**src/rtl/combo_pkg.sv**
```systemverilog
`timescale 1ns/1ps
package combo_pkg;
  localparam int NUM_ACT    = 4;
  localparam int ACT_IRQ    = 0;
  localparam int ACT_ECRST  = 1;
  localparam int ACT_SYSRST = 2;
  localparam int ACT_BATDIS = 3;

  typedef struct packed {
    logic cntClr;
    logic cntInc;
    logic fire;
  } ctrlStrb_t;

  typedef struct packed {
    logic allLow;
    logic fall;
    logic reached;
  } dpFlag_t;

  typedef enum logic {ST_IDLE, ST_TIMING} chanState_e;
endpackage

```
**src/rtl/combo_chan_dp.sv**
```systemverilog
`timescale 1ns/1ps
module combo_chan_dp
  import combo_pkg::*;
#(
  parameter int NIN = 4,
  parameter int TW  = 32
) (
  input  logic           clk,
  input  logic           rstN,
  input  logic [NIN-1:0] btnIn,
  input  logic [NIN-1:0] selMask,
  input  logic [TW-1:0]  holdTicks,
  input  ctrlStrb_t      strb,
  output dpFlag_t        flags
);
  logic          prevLow;
  logic [TW-1:0] holdCnt;
  logic          allLow;

  // pressed: at least one input selected and every selected input low
  assign allLow = (|selMask) && ((btnIn & selMask) == '0);

  // reset value 1 so that a press held through reset is not an edge
  always_ff @(posedge clk or negedge rstN) begin
    if (!rstN) prevLow <= 1'b1;
    else       prevLow <= allLow;
  end

  always_ff @(posedge clk or negedge rstN) begin
    if (!rstN)            holdCnt <= '0;
    else if (strb.cntClr) holdCnt <= '0;
    else if (strb.cntInc) holdCnt <= holdCnt + 1'b1;
  end

  always_comb begin
    flags.allLow  = allLow;
    flags.fall    = allLow && !prevLow;
    flags.reached = ({1'b0, holdCnt} + {{TW{1'b0}}, 1'b1}) >= {1'b0, holdTicks};
  end

  // counting only advances while the combination is pressed
  p_inc_while_low_r3: assert property (@(posedge clk) disable iff (!rstN)
    strb.cntInc |-> allLow);

  // the counter restarts from zero after a clear strobe
  p_clear_zero_r3: assert property (@(posedge clk) disable iff (!rstN)
    strb.cntClr |=> (holdCnt == '0));
endmodule

```
**src/rtl/combo_chan_ctrl.sv**
```systemverilog
`timescale 1ns/1ps
module combo_chan_ctrl
  import combo_pkg::*;
(
  input  logic      clk,
  input  logic      rstN,
  input  dpFlag_t   flags,
  output ctrlStrb_t strb
);
  chanState_e state, stateNxt;

  always_ff @(posedge clk or negedge rstN) begin
    if (!rstN) state <= ST_IDLE;
    else       state <= stateNxt;
  end

  always_comb begin
    stateNxt = state;
    strb     = '0;
    unique case (state)
      ST_IDLE: begin
        if (flags.fall) begin
          stateNxt    = ST_TIMING;
          strb.cntClr = 1'b1;
        end
      end
      ST_TIMING: begin
        if (!flags.allLow) begin
          stateNxt    = ST_IDLE;
          strb.cntClr = 1'b1;
        end else if (flags.reached) begin
          stateNxt    = ST_IDLE;
          strb.cntClr = 1'b1;
          strb.fire   = 1'b1;
        end else begin
          strb.cntInc = 1'b1;
        end
      end
      default: stateNxt = ST_IDLE;
    endcase
  end

  // a fire is never followed by another on the next cycle
  p_fire_once_r4: assert property (@(posedge clk) disable iff (!rstN)
    strb.fire |=> !strb.fire);

  // firing requires the combination to be pressed
  p_fire_pressed_r3: assert property (@(posedge clk) disable iff (!rstN)
    strb.fire |-> flags.allLow);
endmodule

```
**src/rtl/combo_rst_pulse.sv**
```systemverilog
`timescale 1ns/1ps
module combo_rst_pulse #(
  parameter int PWW = 16
) (
  input  logic           clk,
  input  logic           rstN,
  input  logic           load,
  input  logic [PWW-1:0] width,
  output logic           rstOutN
);
  logic [PWW-1:0] remain;

  always_ff @(posedge clk or negedge rstN) begin
    if (!rstN)              remain <= '0;
    else if (load)          remain <= width;
    else if (remain != '0)  remain <= remain - 1'b1;
  end

  assign rstOutN = (remain == '0);

  // the pulse counts down one per cycle unless reloaded
  p_pulse_countdown_r8: assert property (@(posedge clk) disable iff (!rstN)
    (!load && remain != '0) |=> (remain == $past(remain) - 1'b1));

  // a load of a nonzero width drives the output low on the next cycle
  p_pulse_start_r8: assert property (@(posedge clk) disable iff (!rstN)
    (load && width != '0) |=> !rstOutN);
endmodule

```
**src/rtl/combo_hold_det.sv**
```systemverilog
`timescale 1ns/1ps
module combo_hold_det
  import combo_pkg::*;
#(
  parameter int NCH = 4,
  parameter int NIN = 4,
  parameter int TW  = 32,
  parameter int PWW = 16
) (
  input  logic                   clk,
  input  logic                   rstN,
  input  logic [NIN-1:0]         btnIn,
  input  logic [NCH*NIN-1:0]     selMask,
  input  logic [NCH*TW-1:0]      holdTicks,
  input  logic [NCH*NUM_ACT-1:0] actMask,
  input  logic [PWW-1:0]         pulseWidth,
  input  logic [NCH-1:0]         statusClr,
  output logic                   irq,
  output logic [NCH-1:0]         status,
  output logic                   ecRstN,
  output logic                   sysRstReq,
  output logic                   batDiscReq
);
  logic [NCH-1:0] fireVec, fireIrq, fireEc, fireSys, fireBat;

  for (genvar i = 0; i < NCH; i++) begin : g_chan
    ctrlStrb_t strb;
    dpFlag_t   flags;

    combo_chan_dp #(.NIN(NIN), .TW(TW)) dp_i (
      .clk      (clk),
      .rstN     (rstN),
      .btnIn    (btnIn),
      .selMask  (selMask[i*NIN +: NIN]),
      .holdTicks(holdTicks[i*TW +: TW]),
      .strb     (strb),
      .flags    (flags)
    );

    combo_chan_ctrl ctrl_i (
      .clk  (clk),
      .rstN (rstN),
      .flags(flags),
      .strb (strb)
    );

    assign fireVec[i] = strb.fire;
    assign fireIrq[i] = strb.fire && actMask[i*NUM_ACT + ACT_IRQ];
    assign fireEc[i]  = strb.fire && actMask[i*NUM_ACT + ACT_ECRST];
    assign fireSys[i] = strb.fire && actMask[i*NUM_ACT + ACT_SYSRST];
    assign fireBat[i] = strb.fire && actMask[i*NUM_ACT + ACT_BATDIS];

    // an empty selection mask never fires
    p_empty_no_fire_r10: assert property (@(posedge clk) disable iff (!rstN)
      (selMask[i*NIN +: NIN] == '0) |-> !fireVec[i]);

    // a status bit stays set unless cleared
    p_status_sticky_r5: assert property (@(posedge clk) disable iff (!rstN)
      (status[i] && !statusClr[i]) |=> status[i]);
  end

  always_ff @(posedge clk or negedge rstN) begin
    if (!rstN) begin
      status     <= '0;
      sysRstReq  <= 1'b0;
      batDiscReq <= 1'b0;
    end else begin
      status     <= (status & ~statusClr) | fireIrq;
      sysRstReq  <= |fireSys;
      batDiscReq <= |fireBat;
    end
  end

  assign irq = |status;

  combo_rst_pulse #(.PWW(PWW)) pulse_i (
    .clk    (clk),
    .rstN   (rstN),
    .load   (|fireEc),
    .width  (pulseWidth),
    .rstOutN(ecRstN)
  );

  // the interrupt line only rises after an interrupt-enabled fire
  p_irq_rise_r7: assert property (@(posedge clk) disable iff (!rstN)
    $rose(irq) |-> $past(|fireIrq));

  // a local reset request only follows a fire with that action enabled
  p_sysreq_cause_r9: assert property (@(posedge clk) disable iff (!rstN)
    sysRstReq |-> $past(|fireSys));
endmodule

```
**config.mk**
```make
export PLATFORM = sky130hd
export DESIGN_NAME = combo_hold_det
export DESIGN_NICKNAME = d
export VERILOG_FILES = /design/src/rtl/combo_pkg.sv /design/src/rtl/combo_chan_dp.sv /design/src/rtl/combo_chan_ctrl.sv /design/src/rtl/combo_rst_pulse.sv /design/src/rtl/combo_hold_det.sv
export SDC_FILE = /design/constraint.sdc
export NUM_CORES = 1
export LEC_CHECK = 0
export ABC_CLOCK_PERIOD_IN_PS = 5200
export BUFFER_PORTS_ARGS = -buffer_cell sky130_fd_sc_hd__buf_4
export CAP_MARGIN = 20
export CORE_MARGIN = 10
export CORE_UTILIZATION = 59
export DETAILED_ROUTE_END_ITERATION = 8
export PLACE_DENSITY = 0.82
export SYNTH_ARGS = -nofsm -noshare
export SYNTH_HDL_FRONTEND = slang
export SYNTH_SLANG_ARGS = --single-unit
```
**constraint.sdc**
```tcl
create_clock -name clk -period 5.2 [get_ports clk]
set_input_delay 0.78 -clock clk [delete_from_list [all_inputs] [get_ports clk]]
set_output_delay 0.78 -clock clk [all_outputs]
set_load 0.02 [all_outputs]
```
==> metrics.cfg, run 1 <==
[sta]
hold_ws_ns=0.381
fin_crit_ns=4.84
rsz0062_at_grt=false
setup_viol=0
clock.fmax_mhz=207
setup_ws_ns=0.363
tightestPinTransition_ns=1.01
skew_ns=0.0152
tns_ns=0
maxSlewHeadroom_pct=32.5
hold_violations=0
maxSlewViolCount=0
fin_crit_sh_pct=93.0

[global_routing]
grt_pass1_vias=11700
grt_start_max_net_pins=75
overflow=0
met3_usage_pct=4.31
antenna_found_initial=0
top_usage_layer=met2
use_met1_pct=28.9
use_met2_pct=40.5
grt_pass1_wl_mm=55.4
grt.total_usage_pct=23.5

[finish]
multi_input_area_mm2=0.00786
nNetsFinal=1957
syn_to_final_growth_pct=19.2
layout-drive-gt1-share_pct=17.7
regArea_mm2=0.00396
diodes=0
fillers=1636

[drt]
vias=11500
drt_first_pass_iters=7
wl_per_cell_um=17.3
drt_wl_total_mm=33.3
drtIter0Drc=918
drcViolationCount=0
drt-vias-per-instance=5.97
postRouteAntennaNets=0

[setup_path]
worst_path_most_repeated_cell=ha_1
cpMaxStageDelayCell=nor4_4
worstRegToRegCells=17
arrival_ns=5.14
worst-r2r-setup-slack_ns=0.36
cp_data_required_time_ns=5.51
path_class=flop to flop
crit_path_max_incr_delay_ns=0.48
startpoint_type=flop
r2r_start=g_chan[2].dp_i.holdCnt[0]$_DFFE_PN0P_
cp-end-kind=flop
path_cells=ha_1 > nand3_2 > or2_1 > nand2b_4 > nor4_4 > and3_1 > xor2_1 > ha_1 > a21oi_1 > o21ai_0 > a221oi_1 > o221ai_1 > a41oi_4 > a21oi_4 > a211oi_4 > buf_4 > mux2_1
timing.rr.end=pulse_i.remain[5]$_DFFE_PN0P_
cp_max_fo=16
cpLargestDelayFamily=simple AND/OR/NAND/NOR gates
path_buf_inv=1

[clock_tree]
cts_setup_buffers=0
cts_buffers=17
cts.path.max_buffers=2
clk_latency_ns=0.43
cts_tree=built
cts_sinks=158
cts-root-buf=clkbuf_16
htreeDepth=4
clk_pin_slew_ns=0.07

[yosys]
ys_top_cells_by_area=dfrtp_1 31%, ha_1 13%, xnor2_1 5.8%, inv_1 4.7%, nand2_1 4.2%
syn_nets=1776
synth_common_cells=159 x inv_1, 154 x dfrtp_1, 141 x nand2_1
synth_edf_count=0
async_flop_share_pct=100
ys_seq_elements=158
synth-main-ff-cell=dfrtp_1
ys_seq_area_share_pct=31.4
synth.avg_cell_area_um2=8.66
synth_top_cell_by_area=dfrtp_1
netlist_area_mm2=0.0126
yosysMostFrequentCell=inv_1
synth.top_cell.area_share_pct=30.6
synth_cell_types=82
yosys_warnings=0
postSynthCellCount=1457

[run_status]
outcome=completed

[place]
hpwl_mm=25.3
gp_congestion=0.862
dpl_worst_slack_ns=0.273
io_buffers=193

[hold_path]
worstHoldPathType=input port to asynchronous set/reset pin

[power]
ir_drop_uv=190
p_leak_nw=7.73
power_density_mw_per_mm2=201

[die]
die_h_um=166
core_mm2=0.0210
die_w_um=166
rows=53
initial_core_util_pct=60.0
die_area_mm2=0.0276
ios=194

[run]
maxCapViolCount=0

state kept, by name, summed over array words and instances, names as in the netlist:
signal               flops
batDiscReq               1
g_chan.ctrl_i.state      4
g_chan.dp_i.holdCnt    128
g_chan.dp_i.prevLow      4
pulse_i.remain          16
status                   4
sysRstReq                1
logic make-up (layout without fill, tap and decap cells):
| family | Yosys count | after routing | share of synthesized area, % |
|---|---|---|---|
| AO/OA/AOI/OAI | 319 | 319 | 18.1 |
| XOR/XNOR | 127 | 127 | 8.82 |
| adder cells (fa/ha/maj) | 133 | 133 | 13.2 |
| buffers and inverters | 212 | 406 | 6.56 |
| flip-flops | 158 | 158 | 31.4 |
| multiplexers | 17 | 17 | 1.78 |
| AND/OR/NAND/NOR | 491 | 491 | 20.1 |
placed cells by master, fill, tap and decap left out, types with 6 or more instances in the layout:
| cell | instances |
|---|---|
| nand2_1 | 141 |
| nor3_1 | 22 |
| or3_1 | 7 |
| dfrtp_1 | 154 |
| nor4_1 | 10 |
| buf_4 | 213 |
| nand4_1 | 44 |
| nand3_1 | 71 |
| mux2_1 | 6 |
| nor2_1 | 91 |
| clkbuf_16 | 17 |
| nand2b_1 | 10 |
| and4_1 | 17 |
| a21o_1 | 20 |
| a221oi_1 | 6 |
| a22oi_1 | 9 |
| a31oi_1 | 12 |
| mux2_4 | 9 |
| inv_1 | 159 |
| o21ai_0 | 73 |
| a21oi_1 | 59 |
| xor2_1 | 44 |
| ha_1 | 133 |
| xnor2_1 | 83 |
| a32o_1 | 51 |
| a41o_1 | 6 |
| nor2b_1 | 10 |
| o31ai_1 | 23 |
| and2_1 | 9 |
| and3_1 | 28 |
worst max-delay path by stage:
stage / depth (start not counted) / from / slack, ns / endpoint
after global routing: 17 / g_chan[2].dp_i.holdCnt[0]$_DFFE_PN0P_ / 0.06 / g_chan[2].dp_i.holdCnt[21]$_DFFE_PN0P_
after detailed placement: 17 / g_chan[3].dp_i.holdCnt[0]$_DFFE_PN0P_ / 0.27 / pulse_i.remain[5]$_DFFE_PN0P_
final: 17 / g_chan[2].dp_i.holdCnt[0]$_DFFE_PN0P_ / 0.36 / pulse_i.remain[5]$_DFFE_PN0P_
after floorplan: 20 / g_chan[3].dp_i.holdCnt[5]$_DFFE_PN0P_ / 0.64 / pulse_i.remain[10]$_DFFE_PN0P_
after CTS: 17 / g_chan[3].dp_i.holdCnt[0]$_DFFE_PN0P_ / 0.24 / pulse_i.remain[5]$_DFFE_PN0P_
after global placement: 17 / g_chan[3].dp_i.holdCnt[0]$_DFFE_PN0P_ / 0.45 / pulse_i.remain[5]$_DFFE_PN0P_
per-layer routing:
metal  share of wire (%)  vias to the layer above
met3                 5.2                       54
met5                   0                        -
met4                 2.5                        0
met2                  49                      324
met1                  43                     5532
li1                    -                     5594
what timing repair did:
item	CTS	global route
resized for setup	0	4
hold buffers	0	0
endpoints found under the setup margin	0	29
power breakdown:
part | leakage (nW) | internal [mW] | switching [mW]
logic | 5.29 | 0.182 | 0.218
clock network | 0.300 | 0.819 | 0.529
registers | 2.14 | 1.25 | 0.0209
total | 7.73 | 2.25 | 0.769
final cells by class:
cell class | count | area share [%]
Inverter | 159 | 3.97
Clock inverter | 13 | 1.25
Multi-Input combinational cell | 1087 | 52.3
Tap cell | 275 | 2.29
Sequential cell | 158 | 26.3
Clock buffer | 19 | 2.95
Timing Repair Buffer | 215 | 10.9
worst register-to-register path: stages, from the launching register on:
cell and delay [ns]:
dfrtp_1 0.43, ha_1 0.28, nand3_2 0.15, or2_1 0.35
nand2b_4 0.22, nor4_4 0.49, and3_1 0.24, xor2_1 0.22
ha_1 0.29, a21oi_1 0.12, o21ai_0 0.10, a221oi_1 0.29
o221ai_1 0.20, a41oi_4 0.35, a21oi_4 0.12, a211oi_4 0.22
buf_4 0.31, mux2_1 0.37
metrics by stage:
step	total power [mW]	cell area, um^2	util [%]	cells
after floorplan	1.48	12600	-	1457
after global placement	1.68	14400	68.3	1893
after detailed placement	1.69	14400	68.3	1893
after CTS	3.03	15000	71.3	1925
after global routing	3.14	15000	71.5	1926
final	3.02	15000	71.5	1926
No activity file was read; power rests on OpenSTA's default activity.
==> run 2: changes to the inputs <==
- ABC_CLOCK_PERIOD_IN_PS: 5200 -> 6000
- CORE_UTILIZATION: 59 -> 63
- PLACE_DENSITY: 0.82 -> 0.87
- clock period: 5.2 -> 6 ns (I/O delays scaled with it)
==> run 2 against run 1 <==
Clock-buffer cell count shrank 1. Register-to-register slack gained 0.62 ns. Critical path depth is the same. Via count is essentially flat. Sequential power shrank 13%. Setup slack gained 0.62 ns. Sequential cell count is the same. Die area shrank 5.6%. Combinational power shrank 14%. Clock skew shrank 0.0016 ns. Sequential share of layout area grew 0.29 points. Final area shrank 1.1%. Highest routed layer unchanged.
==> metrics.cfg, run 2 (synthesis results as in run 1) <==
[setup_path]
path_class=flop to flop
startpoint_type=flop
path_cells=ha_1 > and3_1 > nand4_1 > nor3_1 > and3_1 > nand3_1 > xnor2_1 > ha_1 > a21oi_1 > o221ai_1 > a21o_1 > a31o_1 > nor3_2 > o32ai_4 > a211oi_4 > buf_4 > mux2_1
cp_data_required_time_ns=6.31  ; +0.80 ns
worst-r2r-setup-slack_ns=0.98  ; +0.62 ns
cpMaxStageDelayCell=nor3_2
cp_max_fo=16  ; unchanged
timing.rr.end=pulse_i.remain[3]$_DFFE_PN0P_
arrival_ns=5.33  ; +0.19 ns
crit_path_max_incr_delay_ns=0.53  ; +0.05 ns
cp-end-kind=flop
worstRegToRegCells=17  ; unchanged
r2r_start=g_chan[0].dp_i.holdCnt[0]$_DFFE_PN0P_

[place]
gp_congestion=0.884  ; +2.5%
dpl_worst_slack_ns=0.993  ; +0.720 ns
io_buffers=193  ; unchanged
hpwl_mm=25.8  ; +2.1%

[clock_tree]
holdBufCountCts=0  ; unchanged
cts.path.max_buffers=2  ; unchanged
htreeDepth=4  ; unchanged
cts_sinks=158  ; unchanged
clk_latency_ns=0.43  ; about the same
cts_setup_buffers=0  ; unchanged
cts_tree=built
cts_resized=0  ; unchanged
clk_pin_slew_ns=0.07  ; about the same
cts_buffers=17  ; unchanged
cts-root-buf=clkbuf_16

[global_routing]
grt_start_max_net_pins=108  ; +44%
overflow=0  ; unchanged
grt_pass1_vias=11600  ; -0.69%
antenna_found_initial=0  ; unchanged
grt.total_usage_pct=25.3  ; +1.8 points
grt_pass1_wl_mm=55.6  ; +0.36%

[hold_path]
whs_path_depth=2
min-delay-start=g_chan[1].dp_i.holdCnt[30]$_DFFE_PN0P_
min_to=g_chan[1].dp_i.holdCnt[30]$_DFFE_PN0P_
worstHoldPathType=flop to flop

[sta]
maxSlewViolCount=0  ; unchanged
hold_violations=0  ; unchanged
tns_ns=0  ; unchanged
rsz0062_at_grt=false
clock.fmax_mhz=199  ; -3.7%
fin_crit_ns=5.02  ; +0.183 ns
skew_ns=0.0136  ; -0.00161 ns
setup_ws_ns=0.979  ; +0.617 ns
maxSlewHeadroom_pct=32.8  ; +0.27 points
tightestPinTransition_ns=1.01  ; +0.00365 ns
fin_crit_sh_pct=83.7  ; -9.3 points
setup_viol=0  ; unchanged

[drt]
drtIter0Drc=988  ; +7.6%
wl_per_cell_um=17.6  ; +1.8%
drt_wl_total_mm=33.6  ; +0.84%
vias=11500  ; +0.017%
drt-vias-per-instance=6.03  ; +1.0%
drcViolationCount=0  ; unchanged
postRouteAntennaNets=0  ; unchanged
drt_first_pass_iters=6  ; -1

[finish]
reg_top3=g_chan.dp_i.holdCnt: 128 flops, pulse_i.remain: 16 flops
top_register=g_chan.dp_i.holdCnt
final_common_cell=buf_4
final_cell_mix=207 x buf_4, 159 x inv_1, 154 x dfrtp_1
fillers=1428  ; -13%
largest_reg_flops=128  ; unchanged
layout-drive-gt1-share_pct=17.1  ; -0.63 points
diodes=0  ; unchanged
syn_to_final_growth_pct=17.9
nNetsFinal=1950  ; -0.36%

[power]
seq_power_share_pct=43.5  ; +1.4 points
p_comb_share_pct=13.6  ; +0.4 points
power_density_mw_per_mm2=170  ; -15%
p_switching_mw=0.673  ; -12%
ir_drop_uv=211  ; +11%
p_leak_nw=7.67  ; -0.80%
power.internal_mw=1.86  ; -17%
switching_share_pct=26.5  ; +1.1 points
p_clk_share_pct=42.9  ; -1.8 points

[die]
core_mm2=0.0196  ; -6.8%
ios=194  ; unchanged
die_h_um=161  ; -2.8%
initial_core_util_pct=64.4  ; +4.4 points
die_w_um=161  ; -2.8%
die_area_mm2=0.0261  ; -5.6%
rows=51  ; -3.8%

[run]
maxCapViolCount=0  ; unchanged

[run_status]
outcome=completed

run 2: cell types whose count changed in the layout (fill, tap and decap cells not counted), sizes merged:
cell / change
clkinv: +2
clkinvlp: -1
bufinv: -2
buf: -7
clkbuf: -1
run 2: how the worst max path moves through the flow:
stage                     slack, ns                             startpoint  depth (start not counted)                             end
after CTS                      0.98  g_chan[3].dp_i.holdCnt[0]$_DFFE_PN0P_                         17   pulse_i.remain[3]$_DFFE_PN0P_
final                          0.98  g_chan[0].dp_i.holdCnt[0]$_DFFE_PN0P_                         17   pulse_i.remain[3]$_DFFE_PN0P_
after global placement         1.12  g_chan[3].dp_i.holdCnt[0]$_DFFE_PN0P_                         17   pulse_i.remain[1]$_DFFE_PN0P_
after detailed placement       0.99  g_chan[3].dp_i.holdCnt[0]$_DFFE_PN0P_                         17   pulse_i.remain[3]$_DFFE_PN0P_
after floorplan                1.44  g_chan[3].dp_i.holdCnt[5]$_DFFE_PN0P_                         20  pulse_i.remain[10]$_DFFE_PN0P_
after global routing           0.52  g_chan[3].dp_i.holdCnt[0]$_DFFE_PN0P_                         17   pulse_i.remain[3]$_DFFE_PN0P_
run 2: power by group through the flow:
stage / logic [mW] / clock network (mW) / registers (mW)
finish: 0.346 / 1.09 / 1.10
global route: 0.386 / 1.14 / 1.10
CTS: 0.347 / 1.09 / 1.10
detailed placement: 0.343 / 0 / 1.12
global placement: 0.331 / 0 / 1.12
floorplan: 0.166 / 0 / 1.12
run 2: final cells by class:
| type | instances | area [um^2] | area share (%) |
|---|---|---|---|
| clock inverters | 12 | 138 | 0.926 |
| well taps | 265 | 332 | 2.23 |
| multi-input cells | 1087 | 7840 | 52.7 |
| repair buffers | 208 | 1570 | 10.5 |
| inverters | 159 | 597 | 4.01 |
| clock buffers | 18 | 439 | 2.95 |
| flip-flops and latches | 158 | 3960 | 26.6 |
run 2: per-stage QoR:
| step | cells | hold slack [ns] | area (um^2) | power [mW] | utilization (%) |
|---|---|---|---|---|---|
| 2_1_floorplan | 1457 | 0.446 | 12600 | 1.28 | - |
| 3_3_place_gp | 1877 | 0.461 | 14300 | 1.45 | 73.0 |
| 3_5_place_dp | 1877 | 0.490 | 14300 | 1.46 | 73.0 |
| 4_1_cts | 1907 | 0.501 | 14900 | 2.54 | 75.9 |
| 5_1_grt | 1907 | 0.528 | 14900 | 2.63 | 75.9 |
| 6_report | 1907 | 0.506 | 14900 | 2.54 | 75.9 |
run 2: per-layer routing:
layer	vias up	GRT usage, %	wire length, um
met5	-	0	0
met4	0	10.4	1050
met3	75	5.21	2210
met2	404	42.9	16600
met1	5462	30.6	13700
li1	5565	-	-
run 2: critical path: cells and delay by family (launching register included):
family / cells / cell delay, ns
simple gates: 6 / 1.95
compound gates: 6 / 1.06
fa+ha+maj: 2 / 0.56
flops: 1 / 0.42
mux: 1 / 0.36
buf+inv: 1 / 0.31
xor+xnor: 1 / 0.22
==> run 3: changes to the inputs <==
- ABC_CLOCK_PERIOD_IN_PS: 6000 -> 4900
- CORE_UTILIZATION: 63 -> 59
- PLACE_DENSITY: 0.87 -> 0.82
- clock period: 6 -> 4.9 ns (I/O delays scaled with it)
==> run 3 against run 2 <==
Clock-buffer cell count increased by 5. Combinational power increased by 25%. Worst hold slack got worse by 0.14 ns. Largest power group is now clock. Highest routed layer unchanged.
==> metrics.cfg, run 3 (synthesis results as in run 1) <==
[sta]
maxSlewHeadroom_pct=26.7  ; -6.1 points
fin_crit_sh_pct=94.5  ; +11 points
hold_violations=0  ; unchanged
maxSlewViolCount=0  ; unchanged
clock.fmax_mhz=216  ; +8.4%
setup_ws_ns=0.268  ; -0.711 ns
setup_viol=0  ; unchanged
fin_crit_ns=4.63  ; -0.389 ns
hold_ws_ns=0.367  ; -0.139 ns
skew_ns=0.0130  ; -0.000651 ns
tightestPinTransition_ns=1.10  ; +0.0912 ns

[finish]
stdcell_count=1938  ; +1.6%
reg_top3=g_chan.dp_i.holdCnt: 128 flops, pulse_i.remain: 16 flops
layout-drive-gt1-share_pct=18.4  ; +1.3 points
top_register=g_chan.dp_i.holdCnt
nNetsFinal=1968  ; +0.92%
final_common_cell=buf_4
largest_reg_flops=128  ; unchanged
post-route-util_pct=71.9  ; -4.0 points
final_cell_mix=222 x buf_4, 159 x inv_1, 154 x dfrtp_1
syn_to_final_growth_pct=19.9

[clock_tree]
cts_buffers=17  ; unchanged
clk_pin_slew_ns=0.07  ; about the same
cts-root-buf=clkbuf_16
htreeDepth=4  ; unchanged
cts_sinks=158  ; unchanged
clk_latency_ns=0.42  ; about the same
cts.path.max_buffers=2  ; unchanged
cts_tree=built

[setup_path]
crit_path_max_incr_delay_ns=0.43  ; -0.10 ns
path_class=flop to flop
timing.rr.end=pulse_i.remain[2]$_DFFE_PN0P_
r2r_start=g_chan[3].dp_i.holdCnt[0]$_DFFE_PN0P_
worstRegToRegCells=18  ; +1
cp_max_fo=16  ; unchanged
startpoint_type=flop
path_cells=ha_1 > and4_1 > and4_1 > nand3_1 > nor2_2 > and2_1 > nand3_1 > xnor2_1 > ha_1 > nand4_1 > inv_1 > a221oi_1 > o221ai_1 > nor4_4 > nor2b_2 > a211oi_4 > buf_12 > mux2_1
cp_data_required_time_ns=5.20  ; -1.11 ns
cpMaxStageDelayCell=dfrtp_1
cp-end-kind=flop
arrival_ns=4.93  ; -0.40 ns
worst-r2r-setup-slack_ns=0.27  ; -0.71 ns

[hold_path]
worstHoldPathType=input port to asynchronous set/reset pin

[global_routing]
grt_pass1_vias=11500  ; -1.1%
grt.total_usage_pct=23.6  ; -1.7 points
grt_pass1_wl_mm=55.7  ; +0.17%
overflow=0  ; unchanged
grt_start_max_net_pins=93  ; -14%
antenna_found_initial=1  ; +1

[drt]
drtIter0Drc=845  ; -14%
drt-vias-per-instance=5.98  ; -0.82%
wl_per_cell_um=17.6  ; -0.16%
vias=11600  ; +0.79%
postRouteAntennaNets=0  ; unchanged
drcViolationCount=0  ; unchanged
drt_wl_total_mm=34.1  ; +1.5%
drt_first_pass_iters=6  ; unchanged

[place]
gp_congestion=0.908  ; +2.7%
dpl_worst_slack_ns=0.219  ; -0.774 ns
hpwl_mm=25.9  ; +0.48%
io_buffers=193  ; unchanged
dp_cells=1902  ; +1.3%

[die]
die_w_um=166  ; +2.9%
initial_core_util_pct=60.0  ; -4.4 points
die_area_mm2=0.0276  ; +5.9%
ios=194  ; unchanged
die_h_um=166  ; +2.9%
core_mm2=0.0210  ; +7.3%
rows=53  ; +3.9%

[run]
maxCapViolCount=0  ; unchanged

[power]
p_leak_nw=7.78  ; +1.4%
power_density_mw_per_mm2=209  ; +22%
ir_drop_uv=201  ; -5.0%

[run_status]
outcome=completed

-- run 3: cell count changes in the layout (fill, tap and decap cells not counted), moves of 2 or more --
cell	delta
buf_4	+15
clkbuf_8	+4
clkinv_4	-4
clkinvlp_4	+3
inv_6	-2
nor4_1	-2
nor4_2	+2
-- run 3: report_power, final --
part | internal [mW] | switching [mW]
Combinational | 0.196 | 0.236
Clock | 0.818 | 0.556
Sequential | 1.33 | 0.0224
Total | 2.34 | 0.815
-- run 3: area by class of cell --
cell class	instances	area, um^2
clock inverters	9	108
flip-flops and latches	158	3960
clock buffers	23	498
multi-input cells	1087	7870
fillers	1629	5910
repair buffers	226	1740
diodes	1	2.50
well taps	275	344
inverters	159	597
-- run 3: worst max-delay path: cells and delay by family (launching register included) --
| kind | cells | cell delay (ns) |
|---|---|---|
| compound gates | 3 | 0.79 |
| xor+xnor | 1 | 0.17 |
| fa+ha+maj | 2 | 0.56 |
| buf+inv | 2 | 0.27 |
| flops | 1 | 0.43 |
| mux | 1 | 0.34 |
| simple gates | 9 | 1.93 |
-- run 3: how the worst max path moves through the flow --
stage                                          start                               endpoint  slack (ns)
4_1_cts        g_chan[2].dp_i.holdCnt[0]$_DFFE_PN0P_  g_chan[2].dp_i.holdCnt[2]$_DFFE_PN0P_        0.18
5_1_grt        g_chan[3].dp_i.holdCnt[0]$_DFFE_PN0P_  g_chan[3].dp_i.holdCnt[2]$_DFFE_PN0P_       -0.02
3_3_place_gp   g_chan[2].dp_i.holdCnt[0]$_DFFE_PN0P_          pulse_i.remain[2]$_DFFE_PN0P_        0.36
6_report       g_chan[3].dp_i.holdCnt[0]$_DFFE_PN0P_          pulse_i.remain[2]$_DFFE_PN0P_        0.27
3_5_place_dp   g_chan[2].dp_i.holdCnt[0]$_DFFE_PN0P_  g_chan[2].dp_i.holdCnt[2]$_DFFE_PN0P_        0.22
2_1_floorplan  g_chan[3].dp_i.holdCnt[5]$_DFFE_PN0P_         pulse_i.remain[10]$_DFFE_PN0P_        0.34
-- run 3: metal layers --
metal | global-route usage [%] | vias to the layer above | wire (um)
met5 | 0 | - | 0
met4 | 5.70 | 0 | 439
met3 | 4.64 | 32 | 1970
met2 | 41.6 | 359 | 17300
met1 | 28.8 | 5594 | 14300
li1 | - | 5612 | -
-- run 3: timing repair --
item                       in CTS  in global routing
resized for setup               0                  8
setup endpoints to repair       0                 68
hold buffers                    0                  0
setup buffers                   0                  2
-- run 3: stage by stage --
step | cell area (um^2) | total power, mW | setup TNS (ns)
after detailed placement | 14400 | 1.80 | 0
final | 15100 | 3.16 | 0
after global placement | 14400 | 1.78 | 0
after global routing | 15100 | 3.28 | -0.0236
after floorplan | 12600 | 1.57 | 0
after CTS | 15000 | 3.17 | 0
